$ cat src/rtl/exec_sched_pkg.sv
package exec_sched_pkg;

    localparam int DESC_W   = 64;
    localparam int ID_W     = 32;
    localparam int ID_LSB   = 32;
    localparam int ADDR_W   = 20;
    localparam int ADDR_LSB = 12;
    localparam int STAT_W   = 64;
    localparam int CODE_W   = 16;
    localparam int NSLOT    = 2;

    // event reason bits, decoded by the status buffer writer
    localparam logic [CODE_W-1:0] EV_I2A     = 16'h0001;
    localparam logic [CODE_W-1:0] EV_PREEMPT = 16'h0002;
    localparam logic [CODE_W-1:0] EV_ESWITCH = 16'h0004;
    localparam logic [CODE_W-1:0] EV_A2I     = 16'h0008;
    localparam logic [CODE_W-1:0] EV_DONE    = 16'h0010;
    localparam logic [CODE_W-1:0] EV_LITE    = 16'h8000;

    typedef enum logic [1:0] {
        ST_IDLE   = 2'd0,
        ST_ACTIVE = 2'd1,
        ST_TAIL   = 2'd2
    } sched_state_e;

    function automatic logic desc_ok(input logic [DESC_W-1:0] d);
        return d[0];
    endfunction

    function automatic logic [ID_W-1:0] desc_id(input logic [DESC_W-1:0] d);
        return d[ID_LSB +: ID_W];
    endfunction

    function automatic logic same_ctx(input logic [DESC_W-1:0] a,
                                      input logic [DESC_W-1:0] b);
        return (a[ID_LSB +: ID_W] == b[ID_LSB +: ID_W]) &&
               (a[ADDR_LSB +: ADDR_W] == b[ADDR_LSB +: ADDR_W]);
    endfunction

endpackage

$ cat src/rtl/exec_slot_store.sv
module exec_slot_store
    import exec_sched_pkg::*;
(
    input  logic              clk,
    input  logic              rst_n,
    input  logic              wr_en,
    input  logic              wr_idx,
    input  logic [DESC_W-1:0] wr_ctx0,
    input  logic [DESC_W-1:0] wr_ctx1,
    input  logic              rd_idx,
    output logic [DESC_W-1:0] rd_ctx0,
    output logic [DESC_W-1:0] rd_ctx1
);

    logic [DESC_W-1:0] e0_q [NSLOT];
    logic [DESC_W-1:0] e1_q [NSLOT];

    for (genvar s = 0; s < NSLOT; s++) begin : g_slot
        always_ff @(posedge clk) begin
            if (!rst_n) begin
                e0_q[s] <= '0;
                e1_q[s] <= '0;
            end else if (wr_en && (wr_idx == s[0])) begin
                e0_q[s] <= wr_ctx0;
                e1_q[s] <= wr_ctx1;
            end
        end
    end

    assign rd_ctx0 = e0_q[rd_idx];
    assign rd_ctx1 = e1_q[rd_idx];

endmodule

$ cat src/rtl/exec_status_encode.sv
module exec_status_encode
    import exec_sched_pkg::*;
(
    input  logic            run_valid,
    input  logic            run_idx,
    input  logic            cur_ptr,
    input  logic            wr_ptr,
    input  logic            pend_valid,
    input  logic [ID_W-1:0] run_id,
    output logic [STAT_W-1:0] status
);

    logic list1_on;
    logic list0_on;

    assign list1_on = run_valid &&  run_idx;
    assign list0_on = run_valid && !run_idx;

    always_comb begin
        status          = '0;
        status[0]       = cur_ptr;
        status[1]       = wr_ptr;
        status[2]       = pend_valid;
        status[3]       = list1_on;
        status[4]       = list0_on;
        status[17]      = list1_on;
        status[18]      = list0_on;
        status[63:32]   = run_valid ? run_id : '0;
    end

endmodule

$ cat src/rtl/exec_slot_sched.sv
module exec_slot_sched
    import exec_sched_pkg::*;
(
    input  logic              clk,
    input  logic              rst_n,
    input  logic              sched_in_valid,
    input  logic [DESC_W-1:0] sched_in_ctx0,
    input  logic [DESC_W-1:0] sched_in_ctx1,
    input  logic              sched_out_valid,
    input  logic [DESC_W-1:0] sched_out_ctx,
    output logic              req_ready,
    output logic [STAT_W-1:0] status_reg,
    output logic              evt_valid,
    output logic [CODE_W-1:0] evt_code,
    output logic [ID_W-1:0]   evt_id,
    output logic              evt_hold_irq,
    output logic              sched_in_reject,
    output logic              sched_out_error
);

    sched_state_e state_q, state_d;
    logic run_idx_q, run_idx_d;
    logic elem_q, elem_d;
    logic pend_q, pend_d;
    logic cur_q, cur_d;
    logic wp_q, wp_d;

    logic              wr_en;
    logic [DESC_W-1:0] run_c0, run_c1, live_desc;
    logic              lite_hit;

    logic              ev_v_d, hold_d, rej_d, err_d;
    logic [CODE_W-1:0] code_d;
    logic [ID_W-1:0]   id_d;

    exec_slot_store u_store (
        .clk     (clk),
        .rst_n   (rst_n),
        .wr_en   (wr_en),
        .wr_idx  (wp_q),
        .wr_ctx0 (sched_in_ctx0),
        .wr_ctx1 (sched_in_ctx1),
        .rd_idx  (run_idx_q),
        .rd_ctx0 (run_c0),
        .rd_ctx1 (run_c1)
    );

    assign live_desc = elem_q ? run_c1 : run_c0;

    exec_status_encode u_enc (
        .run_valid  (state_q != ST_IDLE),
        .run_idx    (run_idx_q),
        .cur_ptr    (cur_q),
        .wr_ptr     (wp_q),
        .pend_valid (pend_q),
        .run_id     (desc_id(live_desc)),
        .status     (status_reg)
    );

    assign lite_hit = (desc_ok(run_c1) && same_ctx(run_c1, sched_in_ctx0) && elem_q) ||
                      (!desc_ok(run_c1) && same_ctx(run_c0, sched_in_ctx0));

    always_comb begin
        state_d   = state_q;
        run_idx_d = run_idx_q;
        elem_d    = elem_q;
        pend_d    = pend_q;
        cur_d     = cur_q;
        wp_d      = wp_q;
        wr_en     = 1'b0;
        ev_v_d    = 1'b0;
        code_d    = '0;
        id_d      = '0;
        hold_d    = 1'b0;
        rej_d     = 1'b0;
        err_d     = 1'b0;
        unique case (state_q)
            ST_TAIL: begin
                ev_v_d  = 1'b1;
                code_d  = EV_I2A;
                state_d = ST_ACTIVE;
            end
            ST_IDLE, ST_ACTIVE: begin
                if (sched_out_valid) begin
                    if ((state_q == ST_IDLE) || !same_ctx(sched_out_ctx, live_desc)) begin
                        err_d = 1'b1;
                    end else if (!elem_q && desc_ok(run_c1)) begin
                        elem_d = 1'b1;
                        ev_v_d = 1'b1;
                        code_d = EV_DONE | EV_ESWITCH;
                        id_d   = desc_id(sched_out_ctx);
                    end else begin
                        ev_v_d = 1'b1;
                        code_d = EV_DONE | EV_A2I;
                        id_d   = desc_id(sched_out_ctx);
                        elem_d = 1'b0;
                        if (pend_q) begin
                            hold_d    = 1'b1;
                            run_idx_d = !run_idx_q;
                            cur_d     = !run_idx_q;
                            wp_d      = run_idx_q;
                            pend_d    = 1'b0;
                            state_d   = ST_TAIL;
                        end else begin
                            state_d = ST_IDLE;
                        end
                    end
                end else if (sched_in_valid) begin
                    if (pend_q) begin
                        rej_d = 1'b1;
                    end else begin
                        wr_en = 1'b1;
                        if ((state_q == ST_IDLE) || lite_hit) begin
                            run_idx_d = wp_q;
                            cur_d     = wp_q;
                            wp_d      = !wp_q;
                            elem_d    = 1'b0;
                            ev_v_d    = 1'b1;
                            state_d   = ST_ACTIVE;
                            if (state_q == ST_IDLE) begin
                                code_d = EV_I2A;
                            end else begin
                                code_d = EV_LITE | EV_PREEMPT;
                                id_d   = desc_id(sched_in_ctx0);
                            end
                        end else begin
                            pend_d = 1'b1;
                        end
                    end
                end
            end
            default: state_d = ST_IDLE;
        endcase
    end

    // state register
    always_ff @(posedge clk) begin
        if (!rst_n) begin
            state_q   <= ST_IDLE;
            run_idx_q <= 1'b0;
            elem_q    <= 1'b0;
            pend_q    <= 1'b0;
            cur_q     <= 1'b0;
            wp_q      <= 1'b0;
        end else begin
            state_q   <= state_d;
            run_idx_q <= run_idx_d;
            elem_q    <= elem_d;
            pend_q    <= pend_d;
            cur_q     <= cur_d;
            wp_q      <= wp_d;
        end
    end

    // registered outputs
    always_ff @(posedge clk) begin
        if (!rst_n) begin
            evt_valid       <= 1'b0;
            evt_code        <= '0;
            evt_id          <= '0;
            evt_hold_irq    <= 1'b0;
            sched_in_reject <= 1'b0;
            sched_out_error <= 1'b0;
        end else begin
            evt_valid       <= ev_v_d;
            evt_code        <= code_d;
            evt_id          <= id_d;
            evt_hold_irq    <= hold_d;
            sched_in_reject <= rej_d;
            sched_out_error <= err_d;
        end
    end

    assign req_ready = (state_q != ST_TAIL);

endmodule

$ cat config.mk
export PLATFORM = sky130hd
export DESIGN_NAME = exec_slot_sched
export DESIGN_NICKNAME = d
export VERILOG_FILES = /design/src/rtl/exec_sched_pkg.sv /design/src/rtl/exec_slot_store.sv /design/src/rtl/exec_status_encode.sv /design/src/rtl/exec_slot_sched.sv
export SDC_FILE = /design/constraint.sdc
export NUM_CORES = 1
export LEC_CHECK = 0
export ABC_AREA = 1
export BUFFER_PORTS_ARGS = -buffer_cell sky130_fd_sc_hd__buf_4
export CAP_MARGIN = 40
export CORE_ASPECT_RATIO = 1.2
export CORE_MARGIN = 4
export CORE_UTILIZATION = 60
export CTS_CLUSTER_SIZE = 12
export DETAILED_ROUTE_END_ITERATION = 6
export PLACE_DENSITY = 0.87
export SYNTH_ARGS = -nofsm -noshare
export SYNTH_HDL_FRONTEND = slang
export SYNTH_SLANG_ARGS = --single-unit
export TNS_END_PERCENT = 1
$ cat constraint.sdc
create_clock -name clk -period 17.7 [get_ports clk]
set_clock_uncertainty 0.05 [all_clocks]
set_input_delay 2.655 -clock clk [delete_from_list [all_inputs] [get_ports clk]]
set_output_delay 2.655 -clock clk [all_outputs]
set_load 0.1 [all_outputs]
[Yosys cells after proc, flatten, opt, wreduce, memory -nomap -nowiden]
Memories as Yosys holds them, arrays and structs flattened. A register that Yosys moved wholly into a read port is not among the register bits.
Index checks and enable logic that the tools add are counted.
Widths: inputs -> output; s select.
Cells by class
  shift-type cells: 0
  divide/modulo/power cells: 0
  $add $sub $neg: 0
  equal/unequal tests: 18
  reductions and logical operators: 32
  bitwise logic cells: 9
  muxes and demuxes: 77
  order comparisons: 0
  multiply operators: 0
Operator list (count)
  $mux 64: 5
  $mux 32: 7
  $eq 32x32->1: 3
  $mux 16: 5
  $eq 20x20->1: 3
  $mux 1: 48
  $pmux 16 s2: 1
  $ne 3x3->1 const B: 5
  $mux 2: 7
  $logic_and 1x1->1: 11
  $reduce_and 5->1: 2
  $ne 2x2->1 const B: 4
  $reduce_and 7->1: 1
  $reduce_bool 2->1: 3
  $logic_not 1->1: 5
  $mux 5: 1
  $not 1->1: 5
  $reduce_or 5->1: 1
  $mux 4: 1
  $or 1x1->1: 4
  $pmux 2 s2: 1
  $reduce_and 4->1: 1
  $reduce_or 4->1: 1
  $logic_or 1x1->1: 3
  8 further kinds: 8
Word-level totals
  flip-flop bits (word level): 58
  latch bits: 0
  memory bits (writable): 256
  bits in read-only memories: 0
  input bits: 196
  memories: 2
  word-level logic and storage cells: 149
  output and inout port bits: 117
Memories
  u_store.e0_q: words 2, bits a word 64, rd ports 1, clocked after Yosys merged registers in 1, wr ports 2, line exec_slot_store.sv:15  | logic [DESC_W-1:0] e0_q [NSLOT];
  u_store.e1_q: words 2, bits a word 64, rd ports 1, clocked after Yosys merged registers in 1, wr ports 2, line exec_slot_store.sv:16  | logic [DESC_W-1:0] e1_q [NSLOT];

[Depth between registers and ports, before layout]
  word-level depth: 12
  depth in mapped cells: 21
  gate-level depth less buffers: 18

[Modules after synthesis]
A second synthesis with hierarchy kept.
Unflattened totals
  cell total of the unflattened synthesis: 2234
  area total of the unflattened synthesis: 17108.9 µm²
Modules (own cells, without submodules)
  exec_slot_store: times used 1, area each 11359.6 µm², sequential area each 7687.4 µm², cells an instance 1086
  exec_slot_sched: times used 1, area each 5208.7 µm², sequential area each 940.9 µm², cells an instance 1043
  exec_status_encode: times used 1, area each 540.5 µm², sequential area each 0.0 µm², cells an instance 105

[Worst setup path after synthesis]
Ideal clock, no wire load.
  kind: input to register
  start point: input port sched_out_valid
  end point: memory u_store.e0_q[0][12], enable pin
  cell stages on the path: 5
  library setup time: 0.714 ns
  data arrival time: 10.445 ns
  required time: 16.936 ns
  path buffers: 0
  setup slack: 6.491 ns
  cells stage by stage: inv_1 -> nand2_1 -> nor2_1 -> nand2_1 -> o21ai_0
RTL lines
  start, declared: line exec_slot_sched.sv:9  | input logic sched_out_valid,
  end, declared: line exec_slot_store.sv:15

==> impl_metrics.ini <==
[cells_and_area]
layout_common_cells = nand2_1, nor2_1, buf_4
nNetsFinal = 2325
final_common_cell = nand2_1
antenna_cells = 0
area_growth_pct = 19.1
drive_gt1_share_pct = 14.5

[detailed_routing]
viasPerCell = 5.70
routed.top_layer = met4
wl_per_cell_um = 18.8
drt_iter0_markers = 1802
vias = 14100
postRouteAntennaNets = 0
drc = 1
wirelength_mm = 46.3
drtPass1Iterations = 7
wl_met1_mm = 15.7
wl_met2_mm = 21.7
wl_met3_mm = 5.58

[timing]
maxSlewViolCount = 0
setup_violations = 0
rsz0062_at_grt = false
hold_ws_ns = 0.492
final.setup.worst_slack_ns = 11.31
hold_violations = 0
fin_crit_ns = 6.39
max_freq_ghz = 0.157
max-slew-margin-rel_pct = 39.6
worstMarginPinSlew_ns = 0.900
finalSetupTns_ns = 0
fin_crit_sh_pct = 36.1

[placed_design]
dp_hpwl_mm = 32.3
place.port_buffers = 242
globalplace.congestion = 0.945
place_ws_ns = 12.06

[clock_tree]
cts_buffers = 27
cts_tree = yes
cts_htree_levels = 1
hold_buffers = 0
post_cts_buffers = 0
cts.path.max_buffers = 3
clk_pin_slew_ns = 0.07
clock_sinks = 258
cts_root_buf = clkbuf_16
cts_resized = 0
clock_latency_ns = 0.55

[power]
pwr_density_cell_nw_per_um2 = 94.9
p_leak_uw = 0.00854
peakVddDrop_uv = 79.8

[logic_synthesis]
synth_area_leaders = edfxtp_1, nand2_1, nor2_1
ys_seq_area_share_pct = 50.8
synth_seq_cells = 258
synth_top_cell_by_area = edfxtp_1
syn-instance-count = 1919
netlist.area_leader.share_pct = 44.0
ys_types = 27
syn_area_um2 = 14300
synth_area_per_cell_um2 = 7.46
yosysWarningCount = 0

[global_routing]
grt_pass1_wl_mm = 69.6
grt_pass1_vias = 13300
grt_overflow_total = 0
grtUsageTotal_pct = 33.9
grt_max_degree = 69
antenna_found_initial = 0

[hold_path]
hold_end = state_q[1]
hold_start = pend_q
hold_path_depth = 2
min_path_type = reg -> reg

[worst_setup_path]
crit_path_max_incr_delay_ns = 0.76
critPathTopFamily = buffers and inverters
r2r_slack_ns = 12.87
cp_max_fo = 68
startpoint_type = flip-flop
cp-end-kind = output pin
worstPathCellList = inv_2, buf_4, nand2_1, nand3_1, nand2_1, nor2_1, buf_4
worstPathRequired_ns = 15.00
ff2ff_path_depth = 18
path_buf_inv = 3
cp.arrival_ns = 3.68
critPathSlowestCell = buf_4
r2r-end = evt_id[2]
crit_type = reg -> out

[die]
die_area_um2 = 26400
die_width_um = 149
io_pins = 313
fp.dieH_um = 177
start_util_pct = 61.3
num_rows = 61
coreArea_um2 = 23400

[run_status]
status = complete, but fails checks
failed_checks = design-rule violations

[job]
cap_viol_max_count = 0
## tightest hold or removal path, cell delays in order (launching register included)
cell	delay, ns
dfxtp_1	0.35
nand2_1	0.10
nor3_1	0.05
## stage by stage
step                      total power [µW]  cell area [µm²]  instances  utilization [%]
after floorplan                        978            14400       1953                -
after global placement                1070            16100       2410             68.9
after detailed placement              1080            16200       2415             69.5
after CTS                             1610            17100       2464             73.0
after global routing                  1670            17100       2464             73.0
final                                 1620            17100       2464             73.0
## power by group
part	leakage, µW	switching [µW]	total [µW]	internal (µW)
clock network	0.000408	235	541	306
logic	0.00555	281	378	96.4
registers	0.00258	12.4	700	687
## layout make-up
class	count	area (µm²)
Fill cell	1852	6300
Sequential cell	258	7270
Clock inverter	5	25.0
Timing Repair Buffer	260	2040
Inverter	153	574
Multi-Input combinational cell	1429	5940
Tap cell	315	394
Clock buffer	44	800
## cell families (layout without fill, tap and decap cells)
| group | count (synthesis) | count (layout) | synth area share, % |
|---|---|---|---|
| flops | 258 | 258 | 50.8 |
| xor+xnor | 8 | 8 | 0.489 |
| other cells | 1 | 35 | 0.0262 |
| buf+inv | 266 | 462 | 8.84 |
| simple gates | 1309 | 1309 | 37.1 |
| compound gates | 77 | 77 | 2.81 |
## registers in the layout, summed over array words and instances (netlist names), 2 cells and up, named ones only
signal,count
u_store.e0_q,104
u_store.e1_q,106
state_q,2
evt_code,5
evt_id,32
## how the worst max path moves through the flow
stage | startpoint | end | slack, ns | cells past startpoint
floorplan | sched_out_valid | u_store.e0_q[0][12] | 6.49 | 5
CTS | flip-flop | status_reg[57] | 11.49 | 7
finish | flip-flop | status_reg[57] | 11.31 | 7
global placement | flip-flop | status_reg[43] | 12.07 | 7
detailed placement | flip-flop | status_reg[43] | 12.06 | 7
global route | flip-flop | status_reg[57] | 11.29 | 7
## metal layers
| layer | global-route usage (%) | vias to the layer above |
|---|---|---|
| met5 | 0 | - |
| met2 | 55.2 | 989 |
| li1 | - | 6497 |
| met4 | 20.9 | 0 |
| met3 | 5.46 | 204 |
| met1 | 42.4 | 6363 |
## Yosys cell counts, drive strengths merged
master and instances:
dfxtp 48, nand2 695, buf 79, nand4 6
o22ai 9, or2 1, nand3b 17, edfxtp 210
clkbuf 34, inv 151, xor2 8, nor2 359
o21ai 56, clkinv 2, nor3 5, a211oi 2
nand3 226, conb 1, a21oi 10
Power figures use the tool's default switching activity.
